$ cat src/rtl/cic_pkg.sv
package cic_pkg;
   localparam int STAT_W    = 32;
   localparam int RX_IN_POS = 17;
   localparam int TX_IN_POS = 19;
   localparam int RX_TO_POS = 28;
   localparam int TX_TO_POS = 29;
   localparam int N_DIR     = 2;
   localparam logic [STAT_W-1:0] VALID_MASK =
      (32'd1 << RX_IN_POS) | (32'd1 << TX_IN_POS) |
      (32'd1 << RX_TO_POS) | (32'd1 << TX_TO_POS);

   typedef enum logic [2:0] {
      A_RAW    = 3'd0,
      A_ENABLE = 3'd1,
      A_MASKED = 3'd2,
      A_THRESH = 3'd3,
      A_RX_TMO = 3'd4,
      A_TX_TMO = 3'd5
   } cic_addr_e;

   function automatic int in_pos(input int dir);
      return (dir == 0) ? RX_IN_POS : TX_IN_POS;
   endfunction

   function automatic int to_pos(input int dir);
      return (dir == 0) ? RX_TO_POS : TX_TO_POS;
   endfunction
endpackage

$ cat src/rtl/cic_dir_tracker.sv
module cic_dir_tracker #(
   parameter int CNT_W = 16,
   parameter int TO_W  = 24
) (
   input  logic             clk,
   input  logic             rst_n,
   input  logic             ev_i,
   input  logic [CNT_W-1:0] thr_i,
   input  logic [TO_W-1:0]  tmo_i,
   output logic             fire_in_o,
   output logic             fire_to_o
);
   logic [CNT_W-1:0] cnt_q;
   logic [TO_W-1:0]  timer_q;
   logic [CNT_W:0]   cnt_inc;
   logic [CNT_W:0]   thr_eff;
   logic             pending;
   logic             tmo_on;

   assign cnt_inc   = {1'b0, cnt_q} + (CNT_W+1)'(1);
   assign thr_eff   = (thr_i == '0) ? (CNT_W+1)'(1) : {1'b0, thr_i};
   assign pending   = (cnt_q != '0);
   assign tmo_on    = (tmo_i != '0);
   assign fire_in_o = ev_i && (cnt_inc >= thr_eff);
   assign fire_to_o = !ev_i && pending && tmo_on && (timer_q >= tmo_i - TO_W'(1));

   always_ff @(posedge clk or negedge rst_n) begin
      if (!rst_n) begin
         cnt_q   <= '0;
         timer_q <= '0;
      end else if (ev_i) begin
         cnt_q   <= fire_in_o ? '0 : cnt_inc[CNT_W-1:0];
         timer_q <= '0;
      end else if (pending && tmo_on) begin
         if (fire_to_o) begin
            cnt_q   <= '0;
            timer_q <= '0;
         end else begin
            timer_q <= timer_q + TO_W'(1);
         end
      end
   end

   AST_TIMER_IDLE: assert property (@(posedge clk) disable iff (!rst_n)
      (cnt_q == '0) |-> (timer_q == '0));
   AST_COUNT_STEP: assert property (@(posedge clk) disable iff (!rst_n)
      (ev_i && !fire_in_o) |=> (cnt_q == $past(cnt_q) + CNT_W'(1)));
endmodule

$ cat src/rtl/cic_irq_out.sv
module cic_irq_out #(
   parameter int  STAT_W  = 32,
   parameter bit  IRQ_REG = 1'b0
) (
   input  logic              clk,
   input  logic              rst_n,
   input  logic [STAT_W-1:0] masked_i,
   input  logic [STAT_W-1:0] enable_i,
   output logic              irq_o
);
   generate
      if (IRQ_REG) begin : g_reg
         logic irq_q;
         always_ff @(posedge clk or negedge rst_n) begin
            if (!rst_n) irq_q <= 1'b0;
            else        irq_q <= |masked_i;
         end
         assign irq_o = irq_q;
      end else begin : g_comb
         assign irq_o = |masked_i;
         AST_IRQ_GATED: assert property (@(posedge clk) disable iff (!rst_n)
            (enable_i == '0) |-> !irq_o);
      end
   endgenerate
endmodule

$ cat src/rtl/cmpl_irq_coalescer.sv
module cmpl_irq_coalescer
   import cic_pkg::*;
#(
   parameter int          CNT_W       = 16,
   parameter int          TO_W        = 24,
   parameter logic [15:0] DEF_RX_THR  = 16'd1,
   parameter logic [15:0] DEF_TX_THR  = 16'd1,
   parameter logic [31:0] DEF_RX_TMO  = 32'h0001_0000,
   parameter logic [31:0] DEF_TX_TMO  = 32'h0005_0000,
   parameter bit          IRQ_REG     = 1'b0
) (
   input  logic        clk,
   input  logic        rst_n,
   input  logic        rx_done_i,
   input  logic        tx_done_i,
   input  logic        reg_we_i,
   input  logic [2:0]  reg_addr_i,
   input  logic [31:0] reg_wdata_i,
   output logic [31:0] reg_rdata_o,
   output logic        irq_o
);
   localparam int HALF = 16;

   if (CNT_W < 1 || CNT_W > HALF) begin : g_bad_cnt
      $error("CNT_W must fit in a half-word");
   end
   if (TO_W < 1 || TO_W > 32) begin : g_bad_to
      $error("TO_W must be 1..32");
   end

   logic [CNT_W-1:0]  thr_q [N_DIR];
   logic [TO_W-1:0]   tmo_q [N_DIR];
   logic [N_DIR-1:0]  ev;
   logic [N_DIR-1:0]  fire_in;
   logic [N_DIR-1:0]  fire_to;
   logic [STAT_W-1:0] raw_q, en_q, masked, set_vec, clr_vec;
   logic              wr_raw;

   assign ev     = {tx_done_i, rx_done_i};
   assign wr_raw = reg_we_i && (reg_addr_i == A_RAW);

   for (genvar g = 0; g < N_DIR; g++) begin : g_dir
      cic_dir_tracker #(.CNT_W(CNT_W), .TO_W(TO_W)) u_trk (
         .clk       (clk),
         .rst_n     (rst_n),
         .ev_i      (ev[g]),
         .thr_i     (thr_q[g]),
         .tmo_i     (tmo_q[g]),
         .fire_in_o (fire_in[g]),
         .fire_to_o (fire_to[g])
      );
   end

   always_comb begin
      set_vec = '0;
      for (int d = 0; d < N_DIR; d++) begin
         set_vec[in_pos(d)] = fire_in[d];
         set_vec[to_pos(d)] = fire_to[d];
      end
      clr_vec = wr_raw ? reg_wdata_i : '0;
   end

   always_ff @(posedge clk or negedge rst_n) begin
      if (!rst_n) begin
         raw_q    <= '0;
         en_q     <= '0;
         thr_q[0] <= DEF_RX_THR[CNT_W-1:0];
         thr_q[1] <= DEF_TX_THR[CNT_W-1:0];
         tmo_q[0] <= DEF_RX_TMO[TO_W-1:0];
         tmo_q[1] <= DEF_TX_TMO[TO_W-1:0];
      end else begin
         raw_q <= ((raw_q & ~clr_vec) | set_vec) & VALID_MASK;
         if (reg_we_i) begin
            case (reg_addr_i)
               A_ENABLE: en_q <= reg_wdata_i & VALID_MASK;
               A_THRESH: begin
                  thr_q[0] <= reg_wdata_i[CNT_W-1:0];
                  thr_q[1] <= reg_wdata_i[HALF +: CNT_W];
               end
               A_RX_TMO: tmo_q[0] <= reg_wdata_i[TO_W-1:0];
               A_TX_TMO: tmo_q[1] <= reg_wdata_i[TO_W-1:0];
               default: ;
            endcase
         end
      end
   end

   assign masked = raw_q & en_q;

   always_comb begin
      reg_rdata_o = '0;
      case (reg_addr_i)
         A_RAW:    reg_rdata_o = raw_q;
         A_ENABLE: reg_rdata_o = en_q;
         A_MASKED: reg_rdata_o = masked;
         A_THRESH: begin
            reg_rdata_o[CNT_W-1:0]     = thr_q[0];
            reg_rdata_o[HALF +: CNT_W] = thr_q[1];
         end
         A_RX_TMO: reg_rdata_o[TO_W-1:0] = tmo_q[0];
         A_TX_TMO: reg_rdata_o[TO_W-1:0] = tmo_q[1];
         default:  reg_rdata_o = '0;
      endcase
   end

   cic_irq_out #(.STAT_W(STAT_W), .IRQ_REG(IRQ_REG)) u_irq (
      .clk      (clk),
      .rst_n    (rst_n),
      .masked_i (masked),
      .enable_i (en_q),
      .irq_o    (irq_o)
   );

   AST_EVENT_WINS: assert property (@(posedge clk) disable iff (!rst_n)
      fire_in[0] |=> raw_q[RX_IN_POS]);
   AST_TX_EVENT_WINS: assert property (@(posedge clk) disable iff (!rst_n)
      fire_to[1] |=> raw_q[TX_TO_POS]);
   AST_CLEAR_TAKES: assert property (@(posedge clk) disable iff (!rst_n)
      (wr_raw && reg_wdata_i[RX_TO_POS] && !fire_to[0]) |=> !raw_q[RX_TO_POS]);
   AST_UNUSED_ZERO: assert property (@(posedge clk) disable iff (!rst_n)
      ((raw_q | en_q) & ~VALID_MASK) == '0);
endmodule

$ cat config.mk
export PLATFORM = sky130hd
export DESIGN_NAME = cmpl_irq_coalescer
export DESIGN_NICKNAME = d
export VERILOG_FILES = /design/src/rtl/cic_pkg.sv /design/src/rtl/cic_dir_tracker.sv /design/src/rtl/cic_irq_out.sv /design/src/rtl/cmpl_irq_coalescer.sv
export SDC_FILE = /design/constraint.sdc
export NUM_CORES = 1
export LEC_CHECK = 0
export ABC_CLOCK_PERIOD_IN_PS = 8400
export BUFFER_PORTS_ARGS = -buffer_cell sky130_fd_sc_hd__buf_4
export CAP_MARGIN = 40
export CORE_MARGIN = 10
export CORE_UTILIZATION = 65
export DETAILED_ROUTE_END_ITERATION = 8
export GPL_TIMING_DRIVEN = 0
export PLACE_DENSITY = 0.85
export SYNTH_ARGS = -nofsm -noshare
export SYNTH_HDL_FRONTEND = slang
export SYNTH_SLANG_ARGS = --single-unit
$ cat constraint.sdc
create_clock -name clk -period 8.4 [get_ports clk]
set_input_delay 0.42 -clock clk [delete_from_list [all_inputs] [get_ports clk]]
set_output_delay 0.42 -clock clk [all_outputs]
set_load 0.01 [all_outputs]
==> reports/qor.txt, run 1 <==
STATUS
------------------------------------------------------------------------------------
Status ................................................................ complete, no violations

PLACE
------------------------------------------------------------------------------------
HPWL after detailed placement .........................................     23500 um
Total placed instance area ............................................   12400 um^2
Worst slack, placed ...................................................      3.90 ns
Count of input and output buffers .....................................           69
GPL Wtd Cong ..........................................................        0.925

GRT
------------------------------------------------------------------------------------
GRT Total Usage .......................................................        27.0%
Wire length of the first global-routing pass ..........................     52700 um
Via count of the first global-routing pass ............................        10219
Gr ovfl total .........................................................            0
Maximum number of pins on one net before global-route repair ..........          127
Antenna violations before repair ......................................            0

SETUP PATH
------------------------------------------------------------------------------------
Kind of critical path ................................................. register to register
Biggest fanout along the worst timing path ............................           10
Top Family by Delay on Critical Path .................................. simple AND/OR/NAND/NOR gates
Register-to-Register Setup Slack ......................................      3.83 ns
Data required time at the worst endpoint ..............................      8.74 ns
Cell breakdown of the critical path ................................... nor4_1 -> nand3_1 -> nor2_1 -> nand2_1 -> xor2_1 -> ha_1 -> a21oi_1 -> a21boi_0 -> a311oi_1 -> and2_1 -> clkbuf_1 -> clkbuf_1 -> a32oi_1 -> o31ai_1
Dominant cell type by count on the critical path ...................... sky130_fd_sc_hd__clkbuf_1
Maximum cell stage delay along the critical path ......................      0.77 ns
Sort of element at the end of the critical path .......................     register
Count of buffering cells on the critical path with inverters included .            2
Highest-delay cell along the critical path ............................ sky130_fd_sc_hd__nor4_1
Kind of start point of the critical path ..............................     register
Arr. time, crit path ..................................................      4.92 ns
R2R depth .............................................................           14
Worst reg2reg path endpoint ........................................... g_dir[1].u_trk.timer_q[14]
Crit Reg-Reg Startpoint ...............................................     tmo_q[2]

SYNTH
------------------------------------------------------------------------------------
Number of enable flip-flop cells after synthesis ......................            0
Synthesized-area fraction occupied by and/or/nand/nor cells ...........        19.1%
Mux contribution to synthesized area ..................................        10.2%
Average cell area after synthesis .....................................    9.42 um^2
Prevailing post-synth register cell ................................... sky130_fd_sc_hd__dfrtp_1
Total nets after synthesis ............................................         1349
Synthesized-area fraction occupied by ao, oa, aoi and oai cells .......        15.2%
Post-synthesis instance area ..........................................   11500 um^2
Seq cells post-synth ..................................................          168
Yosys warns ...........................................................            0
Post-synth cell types .................................................           69
Post-synthesis share of cell area spent on xor and xnor gates .........        5.18%
Post-synthesis instance total .........................................         1221
Part of the Yosys area used for sequential elements ...................        36.6%
Adder-cell area share of the yosys netlist ............................        9.58%
Main combinational cell family by area after synthesis ................ simple AND/OR/NAND/NOR gates
Async set-reset flop share out of synthesis ...........................         100%

CLOCKING
------------------------------------------------------------------------------------
TritonCTS clock tree ..................................................        built
CTS-repair resized insts ..............................................            0
Clock root cell ....................................................... sky130_fd_sc_hd__clkbuf_16
Clk Latency, worst-skew pair ..........................................      0.44 ns
CTS H-Tree Depth ......................................................            4
Number of buffers added by the clock tree synthesis step ..............           17
Sink count of the clock tree ..........................................          168
Maximum count of clock buffers along a single path ....................            2
Clock-pin slew on the worst setup and hold paths ......................      0.07 ns

POWER
------------------------------------------------------------------------------------
Cell Pwr Density ......................................................  221 nW/um^2
Maximum vdd drop ......................................................       219 uV
Static leakage ........................................................      5.73 nW

STA
------------------------------------------------------------------------------------
Period utilization ....................................................        54.5%
RSZ-0062 raised after global routing ..................................        false
F_max .................................................................    0.219 GHz
Worst max-slew margin expressed relative to the limit .................        41.6%
Final hold viol count .................................................            0
Worst hold slack after final layout ...................................     0.211 ns
Number of slew-limit violations in the final report ...................            0
Least-Margin Pin Slew .................................................     0.868 ns
Largest clock skew in the final design ................................   0.00963 ns
Final critical delay including setup and external delays ..............      4.57 ns
Aggregate negative setup slack ........................................         0 ns
Final setup vio count .................................................            0
Smallest setup slack after layout .....................................      3.83 ns

FLOORPLANNING
------------------------------------------------------------------------------------
Top-level port count ..................................................           73
Die area ..............................................................   23400 um^2
Initial Utilization ...................................................        66.5%
Vertical die dimension ................................................       153 um
Core outline area .....................................................   17300 um^2
Standard-cell rows ....................................................           48
Die boundary width ....................................................       153 um

HOLD PATH
------------------------------------------------------------------------------------
Hold path endpoint ....................................................    thr_q[14]
Hold Startpoint ....................................................... reg_wdata_i[30]
Number of cells on the worst hold path ................................            2
Hold WC Path Type ..................................................... primary input to register

ROUTE
------------------------------------------------------------------------------------
Routed via count divided by cell count ................................         6.65
Detailed Routing Iterations Pass 1 ....................................            7
Total length of routed wires ..........................................     32300 um
Remaining antenna violation count after routing .......................            0
WL/cell ...............................................................      20.8 um
Total number of vias ..................................................        10322
Final routed DRC violation total ......................................            0
Number of DRC markers in iteration 0 ..................................          738

JOB
------------------------------------------------------------------------------------
Max-cap violations ....................................................            0

CELLS AND AREA
------------------------------------------------------------------------------------
Fraction of layout cells with a size suffix above 1 ...................        17.5%
Area overhead of the layout relative to synthesis .....................        13.2%
Total Nets Final ......................................................         1443
Total inserted antenna cells ..........................................            0
Finished layout cell area .............................................   13000 um^2
Count of filler cells inserted in the layout ..........................         1197
Final design utilization ..............................................        75.2%

## logic make-up after synthesis
| group | count (synthesis) |
|---|---|
| xor gates and xnor gates | 68 |
| adders and majority gates | 88 |
| DFF | 168 |
| muxes | 106 |
| buffers and inverters | 122 |
| and+or+nand+nor | 424 |
| AOI/OAI and AO/OA | 245 |
## layout make-up
cell class / instances / area [um^2] / share of cell area [%]
sequential: 168 / 4210 / 32.4
clock buffer: 18 / 439 / 3.38
inverter: 70 / 263 / 2.02
buffer: 52 / 215 / 1.65
timing repair buffer: 75 / 597 / 4.59
multi-input combinational: 931 / 6810 / 52.3
tap: 225 / 282 / 2.16
clock inverter: 14 / 196 / 1.51
## metrics by stage
stage	power (W)	cells
floorplan	0.00171	1221
global placement	0.00196	1515
detailed placement	0.00201	1520
CTS	0.00287	1553
global route	0.00304	1553
finish	0.00288	1553
## worst max-delay path by stage
| stage | startpoint | endpoint | cells after the start |
|---|---|---|---|
| floorplan | tmo_q[3] | g_dir[1].u_trk.cnt_q[12] | 14 |
| global placement | tmo_q[2] | g_dir[1].u_trk.timer_q[8] | 14 |
| detailed placement | tmo_q[2] | g_dir[1].u_trk.timer_q[14] | 14 |
| CTS | tmo_q[2] | g_dir[1].u_trk.timer_q[14] | 14 |
| global route | tmo_q[2] | g_dir[1].u_trk.timer_q[14] | 14 |
| finish | tmo_q[2] | g_dir[1].u_trk.timer_q[14] | 14 |
## repair_timing
item                                    4_1_cts  5_1_grt
hold buffers                                  1        0
endpoints found under the setup margin        0        0
buffers inserted                              0        0
hold endpoints to repair                     42        0
## layer usage
metal	wire [um]	GRT usage, %
met1	12900	32.0
met2	15900	46.5
met3	2150	5.22
met4	1440	12.0
met5	0	0
## registers in the layout (all words and copies together) (netlist names)
register,count
g_dir.u_trk.timer_q,48
thr_q,32
raw_q,4
tmo_q,48
g_dir.u_trk.cnt_q,32
en_q,4
## layout by cell type (no fill, tap or decap), drive strengths merged, types with 5 or more instances in the layout
cell type / Yosys / final
a21o: 5 / 5
a21oi: 33 / 33
a22o: 32 / 32
a31o: 10 / 10
a31oi: 16 / 16
a32oi: 21 / 21
and2: 24 / 24
and3: 11 / 11
and4: 9 / 9
buf: 17 / 89
clkbuf: 35 / 53
clkinv: 0 / 5
dfrtp: 163 / 163
dfstp: 5 / 5
ha: 88 / 88
inv: 70 / 72
mux2: 82 / 82
mux2i: 23 / 23
nand2: 102 / 102
nand2b: 10 / 10
nand3: 56 / 56
nand3b: 6 / 6
nand4: 30 / 30
nor2: 69 / 69
nor2b: 7 / 7
nor3: 38 / 38
nor4: 32 / 32
nor4b: 5 / 5
o21a: 7 / 7
o21ai: 54 / 54
o22ai: 5 / 5
o31ai: 19 / 19
o41ai: 5 / 5
or2: 10 / 10
xnor2: 45 / 45
xor2: 23 / 23
## cells in the mapped netlist, types with 4 or more instances
cell type / instances / area [um^2]
sky130_fd_sc_hd__and4_1: 9 / 78.8
sky130_fd_sc_hd__a21o_1: 5 / 37.5
sky130_fd_sc_hd__a31oi_1: 16 / 100
sky130_fd_sc_hd__o21a_1: 7 / 52.6
sky130_fd_sc_hd__xor2_1: 23 / 201
sky130_fd_sc_hd__a21oi_1: 33 / 165
sky130_fd_sc_hd__nor4_1: 32 / 200
sky130_fd_sc_hd__mux2i_1: 23 / 230
sky130_fd_sc_hd__nor2_1: 68 / 255
sky130_fd_sc_hd__o41ai_1: 5 / 43.8
sky130_fd_sc_hd__dfstp_2: 5 / 131
sky130_fd_sc_hd__nand2_1: 102 / 383
sky130_fd_sc_hd__dfrtp_1: 163 / 4080
sky130_fd_sc_hd__buf_2: 10 / 50.1
sky130_fd_sc_hd__xnor2_1: 45 / 394
sky130_fd_sc_hd__and3_1: 11 / 68.8
sky130_fd_sc_hd__a22o_1: 32 / 280
sky130_fd_sc_hd__o21ai_0: 53 / 265
sky130_fd_sc_hd__o31ai_1: 19 / 143
sky130_fd_sc_hd__nor3b_1: 4 / 30.0
sky130_fd_sc_hd__mux2_2: 82 / 923
sky130_fd_sc_hd__and2_1: 22 / 138
sky130_fd_sc_hd__or3_1: 4 / 25.0
sky130_fd_sc_hd__nand4_1: 30 / 188
sky130_fd_sc_hd__buf_1: 6 / 22.5
sky130_fd_sc_hd__o22ai_1: 5 / 31.3
sky130_fd_sc_hd__a31o_2: 10 / 87.6
sky130_fd_sc_hd__nor2b_1: 7 / 43.8
sky130_fd_sc_hd__nand3_1: 56 / 280
sky130_fd_sc_hd__clkbuf_1: 35 / 131
sky130_fd_sc_hd__ha_1: 88 / 1100
sky130_fd_sc_hd__nor3_1: 37 / 185
sky130_fd_sc_hd__inv_1: 70 / 263
sky130_fd_sc_hd__nor4b_1: 5 / 43.8
sky130_fd_sc_hd__a32oi_1: 21 / 184
sky130_fd_sc_hd__nand3b_1: 6 / 45.0
sky130_fd_sc_hd__nand2b_1: 10 / 62.6
sky130_fd_sc_hd__or2_2: 10 / 62.6
## power breakdown
part / switching (W) / internal [W] / total, W
Combinational: 0.000469 / 0.000401 / 0.000869
Clock: 0.000346 / 0.000508 / 0.000853
Sequential: 0.000209 / 0.000949 / 0.00116
Total: 0.00102 / 0.00186 / 0.00288
(Power assumes the default switching activity.)
==> inputs of run 2 (changes only) <==
- ABC_AREA: not set -> 1
- ABC_CLOCK_PERIOD_IN_PS: 8400 -> 4700
- CORE_UTILIZATION: 65 -> 62
- PLACE_DENSITY: 0.85 -> 0.81
- clock period: 8.4 -> 4.7 ns (I/O delays scaled with it)
==> run 2 against run 1 <==
Against the previous run: cell area grew 3.7%; die area up 8.1%; maximum frequency grew 23%; largest power group unchanged.
==> reports/qor.txt, run 2 <==
CELLS AND AREA
------------------------------------------------------------------------------------
Commonest cells after routing, fill and taps aside .................... 504 x sky130_fd_sc_hd__nand2_1, 244 x sky130_fd_sc_hd__inv_1, 170 x sky130_fd_sc_hd__nor2_1
Count of filler cells inserted in the layout ..........................         1620
Total inserted antenna cells ..........................................            0
Area overhead of the layout relative to synthesis .....................        12.5%
Fin cells .............................................................         2066
Fraction of layout cells with a size suffix above 1 ...................        8.14%
Total Nets Final ......................................................         1921
Commonest non-fill, non-tap cell in the layout ........................ sky130_fd_sc_hd__nand2_1
Largest registers ..................................................... g_dir.u_trk.timer_q (48), tmo_q (48)

SETUP PATH
------------------------------------------------------------------------------------
Crit Reg-Reg Startpoint ...............................................     tmo_q[3]
Data required time at the worst endpoint ..............................      5.03 ns
Count of buffering cells on the critical path with inverters included .            3
Top Family by Delay on Critical Path .................................. simple AND/OR/NAND/NOR gates
Kind of start point of the critical path ..............................     register
Worst reg2reg path endpoint ........................................... g_dir[1].u_trk.timer_q[5]
Sort of element at the end of the critical path .......................     register
Maximum cell stage delay along the critical path ......................      0.47 ns
Kind of critical path ................................................. register to register
R2R depth .............................................................           19
Highest-delay cell along the critical path ............................ sky130_fd_sc_hd__dfrtp_1
Biggest fanout along the worst timing path ............................           10
Register-to-Register Setup Slack ......................................      0.97 ns
Dominant cell type by count on the critical path ...................... sky130_fd_sc_hd__nor2_1
Cell breakdown of the critical path ................................... or2_1 -> nor2_1 -> nand2_1 -> nor2_1 -> nand2_1 -> nor2_1 -> nand2_1 -> xor2_1 -> inv_1 -> ha_1 -> nand2_1 -> nor2_1 -> nand4_1 -> nand3b_1 -> nand3_1 -> nand2_4 -> inv_2 -> buf_2 -> nor2_1
Arr. time, crit path ..................................................      4.06 ns

SYNTH
------------------------------------------------------------------------------------
Largest cells by area after synthesis ................................. sky130_fd_sc_hd__dfrtp_1 34%, sky130_fd_sc_hd__nand2_1 16%, sky130_fd_sc_hd__ha_1 9.2%
Part of the Yosys area used for sequential elements ...................        35.1%
Synthesized-area fraction occupied by and/or/nand/nor cells ...........        32.2%
Post-synthesis instance area ..........................................   12000 um^2
Average cell area after synthesis .....................................    7.04 um^2
Post-synthesis instance total .........................................         1702
Number of enable flip-flop cells after synthesis ......................            0
Yosys warns ...........................................................            0
Async set-reset flop share out of synthesis ...........................         100%
Cell taking the most area after synthesis ............................. sky130_fd_sc_hd__dfrtp_1
Share of the synthesized area in the top cell type ....................        34.0%
Post-synthesis share of cell area spent on xor and xnor gates .........        5.26%
Top cell types by occurrence after synthesis .......................... 504 x sky130_fd_sc_hd__nand2_1, 244 x sky130_fd_sc_hd__inv_1, 170 x sky130_fd_sc_hd__nor2_1
Leading cell type by number of instances after synthesis .............. sky130_fd_sc_hd__nand2_1
Main combinational cell family by area after synthesis ................ simple AND/OR/NAND/NOR gates
Total nets after synthesis ............................................         1830
Adder-cell area share of the yosys netlist ............................        9.18%
Seq cells post-synth ..................................................          168
Mux contribution to synthesized area ..................................           0%
Post-synth cell types .................................................           45
Synthesized-area fraction occupied by ao, oa, aoi and oai cells .......        8.90%
Prevailing post-synth register cell ................................... sky130_fd_sc_hd__dfrtp_1

STATUS
------------------------------------------------------------------------------------
Status ................................................................ complete, no violations

PLACE
------------------------------------------------------------------------------------
GPL Wtd Cong ..........................................................         1.04
HPWL after detailed placement .........................................     26600 um
Post-placement cell count .............................................         2033
Count of input and output buffers .....................................           70

GRT
------------------------------------------------------------------------------------
GRT Total Usage .......................................................        26.8%
Wire length of the first global-routing pass ..........................     56500 um
Gr ovfl total .........................................................            0
Antenna violations before repair ......................................            0
Maximum number of pins on one net before global-route repair ..........          122
Via count of the first global-routing pass ............................        11421

STA
------------------------------------------------------------------------------------
Period utilization ....................................................        79.4%
Largest clock skew in the final design ................................    0.0137 ns
Aggregate negative setup slack ........................................         0 ns
Least-Margin Pin Slew .................................................     0.820 ns
F_max .................................................................    0.268 GHz
RSZ-0062 raised after global routing ..................................        false
Worst max-slew margin expressed relative to the limit .................        45.0%
Number of slew-limit violations in the final report ...................            0
Final hold viol count .................................................            0
Final critical delay including setup and external delays ..............      3.73 ns
Final setup vio count .................................................            0

POWER
------------------------------------------------------------------------------------
Static leakage ........................................................      7.04 nW
Cell Pwr Density ......................................................  366 nW/um^2
Maximum vdd drop ......................................................       313 uV

FLOORPLANNING
------------------------------------------------------------------------------------
Initial Utilization ...................................................        63.5%
Die area ..............................................................   25300 um^2
Top-level port count ..................................................           73
Standard-cell rows ....................................................           50
Die boundary width ....................................................       159 um
Core outline area .....................................................   18900 um^2
Vertical die dimension ................................................       159 um

CLOCKING
------------------------------------------------------------------------------------
Clock-pin slew on the worst setup and hold paths ......................      0.07 ns
Number of buffers added by the clock tree synthesis step ..............           17
Clk Latency, worst-skew pair ..........................................      0.45 ns
CTS H-Tree Depth ......................................................            4
TritonCTS clock tree ..................................................        built
Maximum count of clock buffers along a single path ....................            2
Post-CTS Hold Buffers .................................................            1
Sink count of the clock tree ..........................................          168
CTS-repair resized insts ..............................................            0
Clock root cell ....................................................... sky130_fd_sc_hd__clkbuf_16
Setup Fix Bufs, Post-CTS ..............................................            0

JOB
------------------------------------------------------------------------------------
Max-cap violations ....................................................            0

HOLD PATH
------------------------------------------------------------------------------------
Number of cells on the worst hold path ................................            3
Hold path endpoint ....................................................    thr_q[10]
Hold WC Path Type ..................................................... primary input to register
Hold Startpoint ....................................................... reg_wdata_i[26]

ROUTE
------------------------------------------------------------------------------------
WL/cell ...............................................................      16.7 um
Detailed Routing Iterations Pass 1 ....................................            6
Routed via count divided by cell count ................................         5.70
Number of DRC markers in iteration 0 ..................................         1086
Total number of vias ..................................................        11774
Total length of routed wires ..........................................     34400 um
Remaining antenna violation count after routing .......................            0
Final routed DRC violation total ......................................            0

[run 2: changes by cell type after synthesis, sizes merged, moves of 24 or more]
| cell | previous run | this run |
|---|---|---|
| a22o | 32 | 0 |
| and2 | 24 | 0 |
| inv | 70 | 248 |
| mux2 | 82 | 0 |
| nand2 | 102 | 510 |
| nand3 | 56 | 94 |
| nand4 | 30 | 62 |
| nor2 | 69 | 178 |
| o21ai | 54 | 96 |
| xnor2 | 45 | 9 |
| xor2 | 23 | 63 |
[run 2: area by class of cell]
class	instances	area, um^2	area share (%)
buffer	39	186	1.38
inverter	249	935	6.93
multi-input combinational	1246	6660	49.3
tap	260	325	2.41
clock inverter	15	181	1.34
clock buffer	17	425	3.15
timing repair buffer	72	571	4.23
sequential	168	4210	31.2
[run 2: worst max path at each step]
stage,cells after the start,start,slack [ns],endpoint
after floorplan,19,tmo_q[3],1.76,g_dir[1].u_trk.timer_q[12]
after global placement,19,tmo_q[3],1.12,g_dir[1].u_trk.timer_q[21]
after detailed placement,19,tmo_q[3],1.06,g_dir[1].u_trk.timer_q[5]
after CTS,19,tmo_q[3],1.04,g_dir[1].u_trk.timer_q[5]
after global routing,20,tmo_q[9],0.60,g_dir[1].u_trk.timer_q[5]
final,19,tmo_q[3],0.97,g_dir[1].u_trk.timer_q[5]
[run 2: cells by family (layout without fill, tap and decap cells)]
kind of cell | Yosys count | count (layout)
AOI/OAI and AO/OA | 183 | 183
xor gates and xnor gates | 72 | 72
DFF | 168 | 168
buffers and inverters | 288 | 392
adders and majority gates | 88 | 88
and+or+nand+nor | 903 | 903
[run 2: worst register-to-register path, stage by stage, from the launching register on]
cell and delay (ns):
sky130_fd_sc_hd__dfrtp_1 0.47, sky130_fd_sc_hd__or2_1 0.28, sky130_fd_sc_hd__nor2_1 0.17, sky130_fd_sc_hd__nand2_1 0.12, sky130_fd_sc_hd__nor2_1 0.19, sky130_fd_sc_hd__nand2_1 0.12, sky130_fd_sc_hd__nor2_1 0.15, sky130_fd_sc_hd__nand2_1 0.09
sky130_fd_sc_hd__xor2_1 0.16, sky130_fd_sc_hd__inv_1 0.06, sky130_fd_sc_hd__ha_1 0.29, sky130_fd_sc_hd__nand2_1 0.07, sky130_fd_sc_hd__nor2_1 0.22, sky130_fd_sc_hd__nand4_1 0.12, sky130_fd_sc_hd__nand3b_1 0.26, sky130_fd_sc_hd__nand3_1 0.18
sky130_fd_sc_hd__nand2_4 0.11, sky130_fd_sc_hd__inv_2 0.18, sky130_fd_sc_hd__buf_2 0.31, sky130_fd_sc_hd__nor2_1 0.07
[run 2: through the flow]
| step | instance area [um^2] | hold WS (ns) | setup WS, ns | total power [W] | util, % |
|---|---|---|---|---|---|
| 4_1_cts | 13500 | 0.0354 | 1.04 | 0.00491 | 71.4 |
| 3_5_place_dp | 12900 | 0.164 | 1.06 | 0.00345 | 68.1 |
| 6_report | 13500 | 0.0363 | 0.967 | 0.00493 | 71.4 |
| 2_1_floorplan | 12000 | -0.0606 | 1.76 | 0.00294 | - |
| 3_3_place_gp | 12800 | 0.465 | 1.12 | 0.00338 | 68.0 |
| 5_1_grt | 13500 | 0.0618 | 0.604 | 0.00525 | 71.4 |
[run 2: report_power, final]
group / total (W) / internal (W) / leakage (nW) / switching, W
Clock: 0.00146 / 0.000764 / 0.293 / 0.000694
Sequential: 0.00191 / 0.00166 / 2.19 / 0.000252
Combinational: 0.00156 / 0.000569 / 4.56 / 0.000995
[run 2: layer usage]
layer / vias to the layer above / GRT usage [%] / wire length (um)
met4: 0 / 9.98 / 1150
met2: 567 / 44.0 / 16200
met1: 5399 / 34.1 / 14000
met3: 106 / 5.24 / 3060
li1: 5702 / - / -
met5: - / 0 / 0
